<file path="src/rtl/pwm_brake_pkg.sv">
package pwm_brake_pkg;
  localparam int unsigned NCH       = 2;
  localparam int unsigned REG_W     = 32;
  localparam int unsigned EFLAG_LSB = 0;
  localparam int unsigned LFLAG_LSB = 8;
  localparam int unsigned ESTAT_LSB = 16;
  localparam int unsigned LSTAT_LSB = 24;
endpackage

</file>
<file path="src/rtl/brk_edge_chan.sv">
module brk_edge_chan (
  input  logic clk,
  input  logic rst_n,
  input  logic rise_i,
  input  logic clr_i,
  input  logic period_end_i,
  output logic flag_o,
  output logic stat_o
);
  logic flag_q, flag_d;
  logic stat_q, stat_d;
  logic upd;

  always_comb begin
    flag_d = flag_q;
    stat_d = stat_q;
    if (rise_i) begin
      flag_d = 1'b1;
      stat_d = 1'b1;
    end else begin
      if (clr_i) flag_d = 1'b0;
      if (stat_q && !flag_q && period_end_i) stat_d = 1'b0;
    end
  end

  assign upd = (flag_d != flag_q) || (stat_d != stat_q);

  always_ff @(posedge clk or negedge rst_n) begin
    if (!rst_n) begin
      flag_q <= 1'b0;
      stat_q <= 1'b0;
    end else if (upd) begin
      flag_q <= flag_d;
      stat_q <= stat_d;
    end
  end

  assign flag_o = flag_q;
  assign stat_o = stat_q;

  p_edge_set_r2: assert property (@(posedge clk) disable iff (!rst_n)
    rise_i |=> (flag_o && stat_o));
  p_flag_holds_brake_r3: assert property (@(posedge clk) disable iff (!rst_n)
    flag_o |=> stat_o);
  p_release_r3: assert property (@(posedge clk) disable iff (!rst_n)
    (stat_o && !flag_o && period_end_i && !rise_i) |=> !stat_o);
  p_race_new_event_r7: assert property (@(posedge clk) disable iff (!rst_n)
    (rise_i && clr_i) |=> flag_o);
endmodule

</file>
<file path="src/rtl/brk_level_ctl.sv">
module brk_level_ctl
  import pwm_brake_pkg::*;
(
  input  logic           clk,
  input  logic           rst_n,
  input  logic           level_i,
  input  logic           period_end_i,
  input  logic [NCH-1:0] clr_i,
  output logic [NCH-1:0] flag_o,
  output logic [NCH-1:0] stat_o
);
  logic [NCH-1:0] flag_q, flag_d;
  logic           stat_q, stat_d;

  always_comb begin
    flag_d = flag_q;
    if (level_i) flag_d = '1;
    else         flag_d = flag_q & ~clr_i;
    stat_d = stat_q;
    if (level_i)           stat_d = 1'b1;
    else if (period_end_i) stat_d = 1'b0;
  end

  always_ff @(posedge clk or negedge rst_n) begin
    if (!rst_n) begin
      flag_q <= '0;
      stat_q <= 1'b0;
    end else begin
      flag_q <= flag_d;
      stat_q <= stat_d;
    end
  end

  assign flag_o = flag_q;
  assign stat_o = {NCH{stat_q}};

  p_level_set_r5: assert property (@(posedge clk) disable iff (!rst_n)
    level_i |=> ((&flag_o) && (&stat_o)));
  p_level_release_r5: assert property (@(posedge clk) disable iff (!rst_n)
    (!level_i && period_end_i) |=> !(|stat_o));
  p_level_hold_r5: assert property (@(posedge clk) disable iff (!rst_n)
    ((|stat_o) && !period_end_i) |=> (&stat_o));
  p_lflag_w1c_r6: assert property (@(posedge clk) disable iff (!rst_n)
    (!level_i && clr_i[0]) |=> !flag_o[0]);
endmodule

</file>
<file path="src/rtl/brk_regif.sv">
module brk_regif
  import pwm_brake_pkg::*;
(
  input  logic             wr_i,
  input  logic [REG_W-1:0] wdata_i,
  input  logic [NCH-1:0]   eflag_i,
  input  logic [NCH-1:0]   lflag_i,
  input  logic [NCH-1:0]   estat_i,
  input  logic [NCH-1:0]   lstat_i,
  output logic [NCH-1:0]   eclr_o,
  output logic [NCH-1:0]   lclr_o,
  output logic [REG_W-1:0] rdata_o
);
  localparam logic [REG_W-1:0] CLR_MASK =
    (REG_W'((1 << NCH) - 1) << EFLAG_LSB) | (REG_W'((1 << NCH) - 1) << LFLAG_LSB);

  logic unused_wbits;
  assign unused_wbits = ^(wdata_i & ~CLR_MASK);

  always_comb begin
    rdata_o = '0;
    for (int c = 0; c < NCH; c++) begin
      eclr_o[c] = wr_i && wdata_i[EFLAG_LSB + c];
      lclr_o[c] = wr_i && wdata_i[LFLAG_LSB + c];
      rdata_o[EFLAG_LSB + c] = eflag_i[c];
      rdata_o[LFLAG_LSB + c] = lflag_i[c];
      rdata_o[ESTAT_LSB + c] = estat_i[c];
      rdata_o[LSTAT_LSB + c] = lstat_i[c];
    end
  end
endmodule

</file>
<file path="src/rtl/pwm_brake_ctl.sv">
module pwm_brake_ctl
  import pwm_brake_pkg::*;
#(
  parameter logic [NCH-1:0] SAFE_LVL = 2'b10
) (
  input  logic             clk,
  input  logic             rst_n,
  input  logic             period_end,
  input  logic             brk_edge_in,
  input  logic             brk_level_in,
  input  logic [NCH-1:0]   pwm_raw,
  input  logic             reg_wr,
  input  logic [REG_W-1:0] reg_wdata,
  output logic [REG_W-1:0] reg_rdata,
  output logic [NCH-1:0]   pwm_out,
  output logic             irq
);
  logic [1:0]     rst_pipe;
  logic           srst_n;
  logic           edge_q;
  logic           rise;
  logic [NCH-1:0] eflag, estat, lflag, lstat, eclr, lclr;

  always_ff @(posedge clk or negedge rst_n) begin
    if (!rst_n) rst_pipe <= 2'b00;
    else        rst_pipe <= {rst_pipe[0], 1'b1};
  end
  assign srst_n = rst_pipe[1];

  always_ff @(posedge clk or negedge srst_n) begin
    if (!srst_n) edge_q <= 1'b0;
    else         edge_q <= brk_edge_in;
  end
  assign rise = brk_edge_in && !edge_q;

  brk_regif u_regif (
    .wr_i    (reg_wr),
    .wdata_i (reg_wdata),
    .eflag_i (eflag),
    .lflag_i (lflag),
    .estat_i (estat),
    .lstat_i (lstat),
    .eclr_o  (eclr),
    .lclr_o  (lclr),
    .rdata_o (reg_rdata)
  );

  brk_level_ctl u_level (
    .clk          (clk),
    .rst_n        (srst_n),
    .level_i      (brk_level_in),
    .period_end_i (period_end),
    .clr_i        (lclr),
    .flag_o       (lflag),
    .stat_o       (lstat)
  );

  for (genvar c = 0; c < NCH; c++) begin : g_chan
    brk_edge_chan u_edge (
      .clk          (clk),
      .rst_n        (srst_n),
      .rise_i       (rise),
      .clr_i        (eclr[c]),
      .period_end_i (period_end),
      .flag_o       (eflag[c]),
      .stat_o       (estat[c])
    );

    assign pwm_out[c] = (estat[c] || lstat[c]) ? SAFE_LVL[c] : pwm_raw[c];

    p_out_safe_r8: assert property (@(posedge clk) disable iff (!srst_n)
      (reg_rdata[ESTAT_LSB + c] || reg_rdata[LSTAT_LSB + c]) |-> (pwm_out[c] == SAFE_LVL[c]));
  end

  assign irq = (|eflag) || (|lflag);

  p_irq_r9: assert property (@(posedge clk) disable iff (!srst_n)
    irq |-> ((reg_rdata[EFLAG_LSB +: NCH] != '0) || (reg_rdata[LFLAG_LSB +: NCH] != '0)));
  p_reserved_zero_r10: assert property (@(posedge clk) disable iff (!srst_n)
    (reg_rdata & ~((REG_W'((1 << NCH) - 1) << EFLAG_LSB) | (REG_W'((1 << NCH) - 1) << LFLAG_LSB) |
                   (REG_W'((1 << NCH) - 1) << ESTAT_LSB) | (REG_W'((1 << NCH) - 1) << LSTAT_LSB))) == '0);
endmodule

</file>
<file path="config.mk">
export PLATFORM = sky130hd
export DESIGN_NAME = pwm_brake_ctl
export DESIGN_NICKNAME = d
export VERILOG_FILES = /design/src/rtl/pwm_brake_pkg.sv /design/src/rtl/brk_edge_chan.sv /design/src/rtl/brk_level_ctl.sv /design/src/rtl/brk_regif.sv /design/src/rtl/pwm_brake_ctl.sv
export SDC_FILE = /design/constraint.sdc
export NUM_CORES = 1
export LEC_CHECK = 0
export BUFFER_PORTS_ARGS = -buffer_cell sky130_fd_sc_hd__buf_4
export CAP_MARGIN = 30
export CORE_MARGIN = 2
export CORE_UTILIZATION = 31
export CTS_CLUSTER_DIAMETER = 50
export DETAILED_ROUTE_END_ITERATION = 10
export PLACE_DENSITY = 0.78
export SYNTH_ARGS = -nofsm -noshare
export SYNTH_HDL_FRONTEND = slang
export SYNTH_SLANG_ARGS = --single-unit
</file>
<file path="constraint.sdc">
create_clock -name clk -period 1.4 [get_ports clk]
set_input_delay 0.35 -clock clk [delete_from_list [all_inputs] [get_ports clk]]
set_output_delay 0.35 -clock clk [all_outputs]
set_load 0.02 [all_outputs]
</file>
=== After elaboration in Yosys (flattened, before gate mapping) ===
Cells that the tools add are included.

* Input port bits: 40
* Register bits: 10
* Output and inout port bits: 35

* Bitwise operators: 2
* Equality and inequality tests: 4
* Multiplexer cells: 13
* Reduce and logical (&&, ||, !) cells: 20

{| class="wikitable"
|+ Operators with widths
! cell !! count
|-
| 2-to-1 mux 1 bit || 12
|-
| logical AND 1 bit || 9
|-
| logical OR 1 bit || 5
|-
| != test 1 bit || 4
|-
| OR reduction 2 bit || 2
|-
| zero test 1 bit || 3
|-
| AND 2 bit || 1
|-
| 2-to-1 mux 2 bit || 1
|-
| inverter 2 bit || 1
|-
| nonzero test 2 bit || 1
|}

=== Longest topological paths before layout ===
Gate-level depths: netlist (run 1).

* Depth in word-level cells: 7
* Mapped depth: 2
* Gate-level depth less buffers: 2

=== By module ===
From an unflattened synthesis (run 1), not the netlist that was laid out.

* Cells, all modules: 68
* Area total of the unflattened synthesis: 651.9 sq um

{| class="wikitable"
|+ Modules (own cells, without submodules)
! module !! seq. area each (sq um) !! cells each !! area an instance (sq um) !! times used
|-
| brk_regif || 0.0 || 37 || 269.0 || 1
|-
| brk_edge_chan || 50.0 || 6 || 76.3 || 2
|-
| brk_level_ctl || 75.1 || 11 || 123.9 || 1
|-
| pwm_brake_ctl || 75.1 || 8 || 106.4 || 1
|}

=== Least setup slack after synthesis (run 1) ===
No wires, ideal clock.

* Path kind: flip-flop to output port
* Start: register u_level.flag_q[1] (netlist: u_level.flag_o[1])
* End: output irq
* Path buffers: 0
* Required time: 1050 ps
* Stages on the path, launching flop included: 2
* Slack: 4 ps
* Arrival time: 1046 ps
* Cells stage by stage: dfrtp_1 > or4_1

* Word-level cells in the longest chain between the ends: 2

{| class="wikitable"
|+ RTL lines
! what !! RTL line !! RTL
|-
| start: declaration || brk_level_ctl.sv:12 || <nowiki>logic [NCH-1:0] flag_q, flag_d;</nowiki>
|-
| start signal: assignment || brk_level_ctl.sv:29 || <nowiki>flag_q <= flag_d;</nowiki>
|-
| OR reduction 2 bit || pwm_brake_ctl.sv:75 || <nowiki>assign irq = (|eflag) || (|lflag);</nowiki>
|-
| logical OR 1 bit || pwm_brake_ctl.sv:75 ||
|-
| end: declaration || pwm_brake_ctl.sv:16 || <nowiki>output logic irq</nowiki>
|}

No other way between the ends.

=== Worst setup path after layout (run 1) ===
Ends and elaborated chain as after synthesis.

==> flow_metrics.tcl, run 1 <==
set metrics [dict create \
    grt_pass1_vias 363 \
    rsz0062_at_grt "true" \
    avgSynthCellArea_um2 9.97 \
    numCtsBuffers 3 \
    insertedDiodeCount 0 \
    grt_use_total_pct 10.5 \
    nets 127 \
    ys_warn_count 0 \
    reg2reg_depth 3 \
    period_share_pct 121 \
    switchingPower_w 0.000261 \
    failed_checks "setup timing" \
    crit_path_max_fanout 2 \
    netlist-cell-type-count 13 \
    grt_pass1_wl_um 1550 \
    route.detailed.drc 0 \
    gp_congestion 0.668 \
    skew_ns 0.00121 \
    worstPathCellList "or4_4, buf_6" \
    switching_share_pct 31.3 \
    clkTransAtPathRegs_ns 0.07 \
    p_seq_share_pct 40.1 \
    outcome "complete, but fails checks" \
    r2r-start "g_chan[0].u_edge.flag_o" \
    detailroute.via_count 409 \
    setup_ws_ns -0.295 \
    clk_path_buf_depth 2 \
    setup_tns_ns -0.423 \
    synthCells 60 \
    grt_antenna_before_repair 0 \
    finalHoldViolations 0 \
    die_area_um2 2300 \
    p_leak_nw 0.426 \
    start_util_pct 33.9 \
    wirelength_um 1070 \
    cts_root_buf "clkbuf_4" \
    first_iter_violations 3 \
    min_period_ns 1.69 \
    crit_required_ns 1.05 \
    power.share.combinational_pct 28.3 \
    fin_util_pct 44.7 \
    maxCapViolations 0 \
    cp-start-kind "register" \
    end_kind "output pin" \
    ios 75 \
    ant_nets 0 \
    power_density_nw_per_um2 1060 \
    p_int_w 0.000575 \
    worst-r2r-setup-slack_ns 0.44 \
    timing.rr.end "g_chan[0].u_edge.stat_o" \
    clkPwrFrac_pct 31.6 \
    synth_area_um2 598 \
    firstDrtPassIters 2 \
    cpPeakStageDelay_ns 0.54 \
    grt_max_degree 9 \
    ys_seq_area_share_pct 41.8 \
    dp_hpwl_um 844 \
    whs_ns 0.133 \
    peakVddDrop_v 0.000629 \
    hp-class "reg2async" \
    cts_tree "built" \
    h-tree-depth 1 \
    maxClockFrequency_mhz 590 \
    crit_type "reg2out" \
    drive_gt1_share_pct 41.9 \
    die_h_um 47.9 \
    layout_commonest_cell "conb_1" \
    overflow 0 \
    crit_arrival_ns 1.34 \
    port_buffers 22 \
    num_rows 15 \
    cts.sinks 10 \
    slew_violations 0 \
    drt-vias-per-instance 3.68 \
    clk-insertion-delay-late_ns 0.26 \
    areaGrowthSynthToFinish_pct 31.8 \
    setup_viol 3 \
    die_x_um 47.9 \
    final_cell_mix "conb_1, buf_4, dfrtp_1" \
    slowest_stage "or4_4" \
    wl_per_cell_um 9.64 \
    ys_seq_elements 10 \
    core_um2 1760 \
]
## through the flow
stage / setup WS, ns / cells / instance area (um^2) / total power [W]
after global routing: -0.317 / 111 / 788 / 0.000878
after detailed placement: 0.00576 / 104 / 686 / 0.000553
after global placement: 0.00761 / 104 / 686 / 0.000546
final: -0.295 / 111 / 788 / 0.000836
after floorplan: 0.00398 / 83 / 684 / 0.000535
after CTS: -0.284 / 111 / 774 / 0.000837
## how the worst max path moves through the flow
stage,from,endpoint,slack [ns],depth (start not counted)
2_1_floorplan,u_level.flag_o[1],irq,0.004,1
3_3_place_gp,g_chan[0].u_edge.flag_o,irq,0.008,2
3_5_place_dp,g_chan[0].u_edge.flag_o,irq,0.006,2
4_1_cts,g_chan[0].u_edge.flag_o,irq,-0.28,2
5_1_grt,u_level.flag_o[1],irq,-0.32,2
6_report,u_level.flag_o[1],irq,-0.29,2
## power by group through the flow
stage | Combinational [W] | Sequential [W] | Clock, W
3_5_place_dp | 0.000212 | 0.000340 | 0
5_1_grt | 0.000258 | 0.000339 | 0.000281
3_3_place_gp | 0.000208 | 0.000337 | 0
2_1_floorplan | 0.000193 | 0.000342 | 0
4_1_cts | 0.000233 | 0.000334 | 0.000269
6_report | 0.000237 | 0.000335 | 0.000264
## cell families after synthesis
logic type      synth area share, %
buf+inv                        38.3
compound gates                 9.00
flops                          41.8
simple gates                   9.63
other cells                    1.26
## sequential cells by signal, summed over array words and instances, names as in the netlist
signal and count:
u_level.flag_o 2, u_level.stat_q 1, rst_pipe 2, g_chan.u_edge.stat_o 2, g_chan.u_edge.flag_o 2, edge_q 1
## per-layer routing
layer / global-route usage [%] / wire length, um / up-vias
met3: 3.40 / 86 / 0
met4: 6.49 / 0 / 0
met1: 9.51 / 392 / 193
met5: 0 / 0 / -
li1: - / - / 185
met2: 19.7 / 590 / 31
## synthesized netlist by cell type (all sizes together)
| master | n | share of area (%) |
|---|---|---|
| nor3b | 1 | 1.3 |
| nor2b | 1 | 1.0 |
| inv | 1 | 0.63 |
| a21o | 7 | 9.0 |
| or3 | 1 | 1.0 |
| nand2 | 4 | 2.5 |
| or4 | 1 | 1.3 |
| buf | 30 | 38 |
| dfrtp | 10 | 42 |
| nand2b | 2 | 2.5 |
| conb | 2 | 1.3 |
## final cells by class
type                    instances  area (um^2)
fillers                       169          976
multi-input cells              42          220
clock buffers                   4         36.3
repair buffers                 29          246
flip-flops and latches         10          250
well taps                      25         31.3
inverters                       1         3.75
## critical path, delay by kind of cell (launching register included)
kind	cells	cell delay, ns
buf+inv	1	0.15
simple gates	1	0.54
flops	1	0.40
## timing repair
item / 4_1_cts / 5_1_grt
pin swaps: 2 / 1
hold buffers: 1 / 0
buffers inserted: 2 / 0
resized for setup: 7 / 3
hold endpoints to repair: 2 / 0
endpoints found under the setup margin: 3 / 5
No activity file was read; power rests on OpenSTA's default activity.
==> run 2: changes to the inputs <==
--- a/config.mk
+++ b/config.mk
@@ -7,7 +7,6 @@
 export LEC_CHECK = 0
 export BUFFER_PORTS_ARGS = -buffer_cell sky130_fd_sc_hd__buf_4
 export CAP_MARGIN = 30
-export CORE_MARGIN = 2
 export CORE_UTILIZATION = 31
 export CTS_CLUSTER_DIAMETER = 50
 export DETAILED_ROUTE_END_ITERATION = 10
==> run 2 against run 1 <==
Effect of this change:
- the flow still finishes with violations (setup timing)
- cell count down 0.90%
- sequential power about the same
- first-iteration DRC count down 67%
- clock power down 31%
- clock-buffer cell count down 1
- total power down 10%
- sequential share of layout area up 0.99 points
- clock skew down 0.00086 ns
- via count down 2.2%
- register-to-register slack about the same
- wire length down 11%
- worst hold slack worse by 0.0056 ns
==> flow_metrics.tcl, run 2 (synthesis gave the netlist of run 1 again) <==
set metrics [dict create \
    outcome "complete, but fails checks" \
    failed_checks "setup timing" \
    p_total_w 0.000749 \
    route.detailed.drc 0 \
    drive_gt1_share_pct 41.2 \
    nets 127 \
    overflow 0 \
    finalHoldViolations 0 \
    cp_top_family "simple AND/OR/NAND/NOR gates" \
    die_h_um 45.9 \
    nFillCells 170 \
    crit_buf_inv 1 \
    final_area_um2 764 \
    die_x_um 45.9 \
    wl_per_cell_um 8.64 \
    setup_viol 3 \
    maxCapViolations 0 \
    ios 75 \
    clkTransAtPathRegs_ns 0.06 \
    place_area_um2 686 \
    cts_tree "built" \
    hp-class "reg2async" \
    drt-vias-per-instance 3.64 \
    grt_pass1_vias 390 \
    preCtsSetupSlack_ns 0.00470 \
    maxClockFrequency_mhz 605 \
    peakVddDrop_v 0.000632 \
    end_kind "output pin" \
    die_area_um2 2110 \
    regArea_um2 250 \
    layout_commonest_cell "conb_1" \
    grt_antenna_before_repair 0 \
    instances_no_fill 110 \
    crit_required_ns 1.05 \
    firstDrtPassIters 2 \
    crit_type "reg2out" \
    cp-start-kind "register" \
    worstPathCellList "or4_4, buf_6" \
    dp.cells 104 \
    num_rows 15 \
    cts_root_buf "clkbuf_4" \
    multi_input_area_um2 214 \
    grt_pass1_wl_um 1520 \
    cts.sinks 10 \
    start_util_pct 33.9 \
    numCtsBuffers 3 \
    path_depth 2 \
    final_cell_mix "conb_1, buf_4, dfrtp_1" \
    dp_hpwl_um 833 \
    slew_violations 0 \
    slowest_stage "or4_4" \
    gp_congestion 0.705 \
    h-tree-depth 1 \
    port_buffers 22 \
    grt_max_degree 9 \
    crit_arrival_ns 1.30 \
    reg2reg_depth 3 \
    p_leak_nw 0.413 \
    clk-insertion-delay-late_ns 0.25 \
    wirelength_um 950 \
    cpPeakStageDelay_ns 0.53 \
    ant_nets 0 \
    rsz0062_at_grt "true" \
    crit_path_max_fanout 2 \
    first_iter_violations 1 \
    power_density_nw_per_um2 980 \
    whs_ns 0.128 \
    min_period_ns 1.65 \
    detailroute.via_count 400 \
    skew_ns 0.000354 \
    insertedDiodeCount 0 \
    setup_ws_ns -0.254 \
    core_um2 1760 \
    grt_use_total_pct 10.7 \
    clk_path_buf_depth 2 \
    period_share_pct 118 \
    areaGrowthSynthToFinish_pct 27.8 \
]
[run 2: cell types whose count changed in the layout (fill, tap and decap cells not counted), sizes merged]
cell    change
clkbuf      -1
[run 2: through the flow]
stage / util (%) / TNS [ns]
floorplan: - / 0
global placement: 38.9 / 0
detailed placement: 38.9 / 0
CTS: 43.1 / -0.379
global route: 43.3 / -0.497
finish: 43.3 / -0.339
[run 2: worst paths after layout]
check                                        start                      end  slack [ns]
max                        g_chan[0].u_edge.flag_o                      irq       -0.25
min in group clk                       brk_edge_in                   edge_q        0.21
min                                    rst_pipe[1]  g_chan[1].u_edge.flag_o        0.13
min reg2reg                            rst_pipe[1]  g_chan[1].u_edge.flag_o        0.13
max in group asynchronous                    rst_n              rst_pipe[1]        0.91
max reg2reg                g_chan[0].u_edge.flag_o  g_chan[0].u_edge.stat_o        0.44
[run 2: layout make-up]
cell class,count,share of cell area (%)
Sequential cell,10,32.7
Timing Repair Buffer,29,31.8
Multi-Input combinational cell,42,28.0
Tap cell,25,4.09
Clock buffer,3,2.95
Inverter,1,0.491
[run 2: metal layers]
| metal | GRT usage (%) | vias to the layer above | part of all wire, % |
|---|---|---|---|
| met1 | 8.85 | 184 | 34 |
| li1 | - | 187 | - |
| met2 | 20.6 | 29 | 56 |
| met3 | 4.76 | 0 | 9.8 |
| met4 | 5.29 | 0 | 0 |
| met5 | 0 | - | 0 |
[run 2: power breakdown]
part,internal (W),switching [W]
logic,0.000100,0.000132
registers,0.000314,0.0000188
clock network,0.0000985,0.0000844
total,0.000513,0.000236
[run 2: repair_timing]
action,4_1_cts,5_1_grt
endpoints found under the setup margin,3,5
hold endpoints to repair,2,0
buffers inserted,2,0
hold buffers,1,0
resized for setup,7,1
gates cloned,0,0
pin swaps,2,0
[run 2: worst reg2reg max path: stages, from the launching register on]
cell,delay [ns]
dfrtp_1,0.38
buf_4,0.14
nand2b_2,0.16
a21o_1,0.18
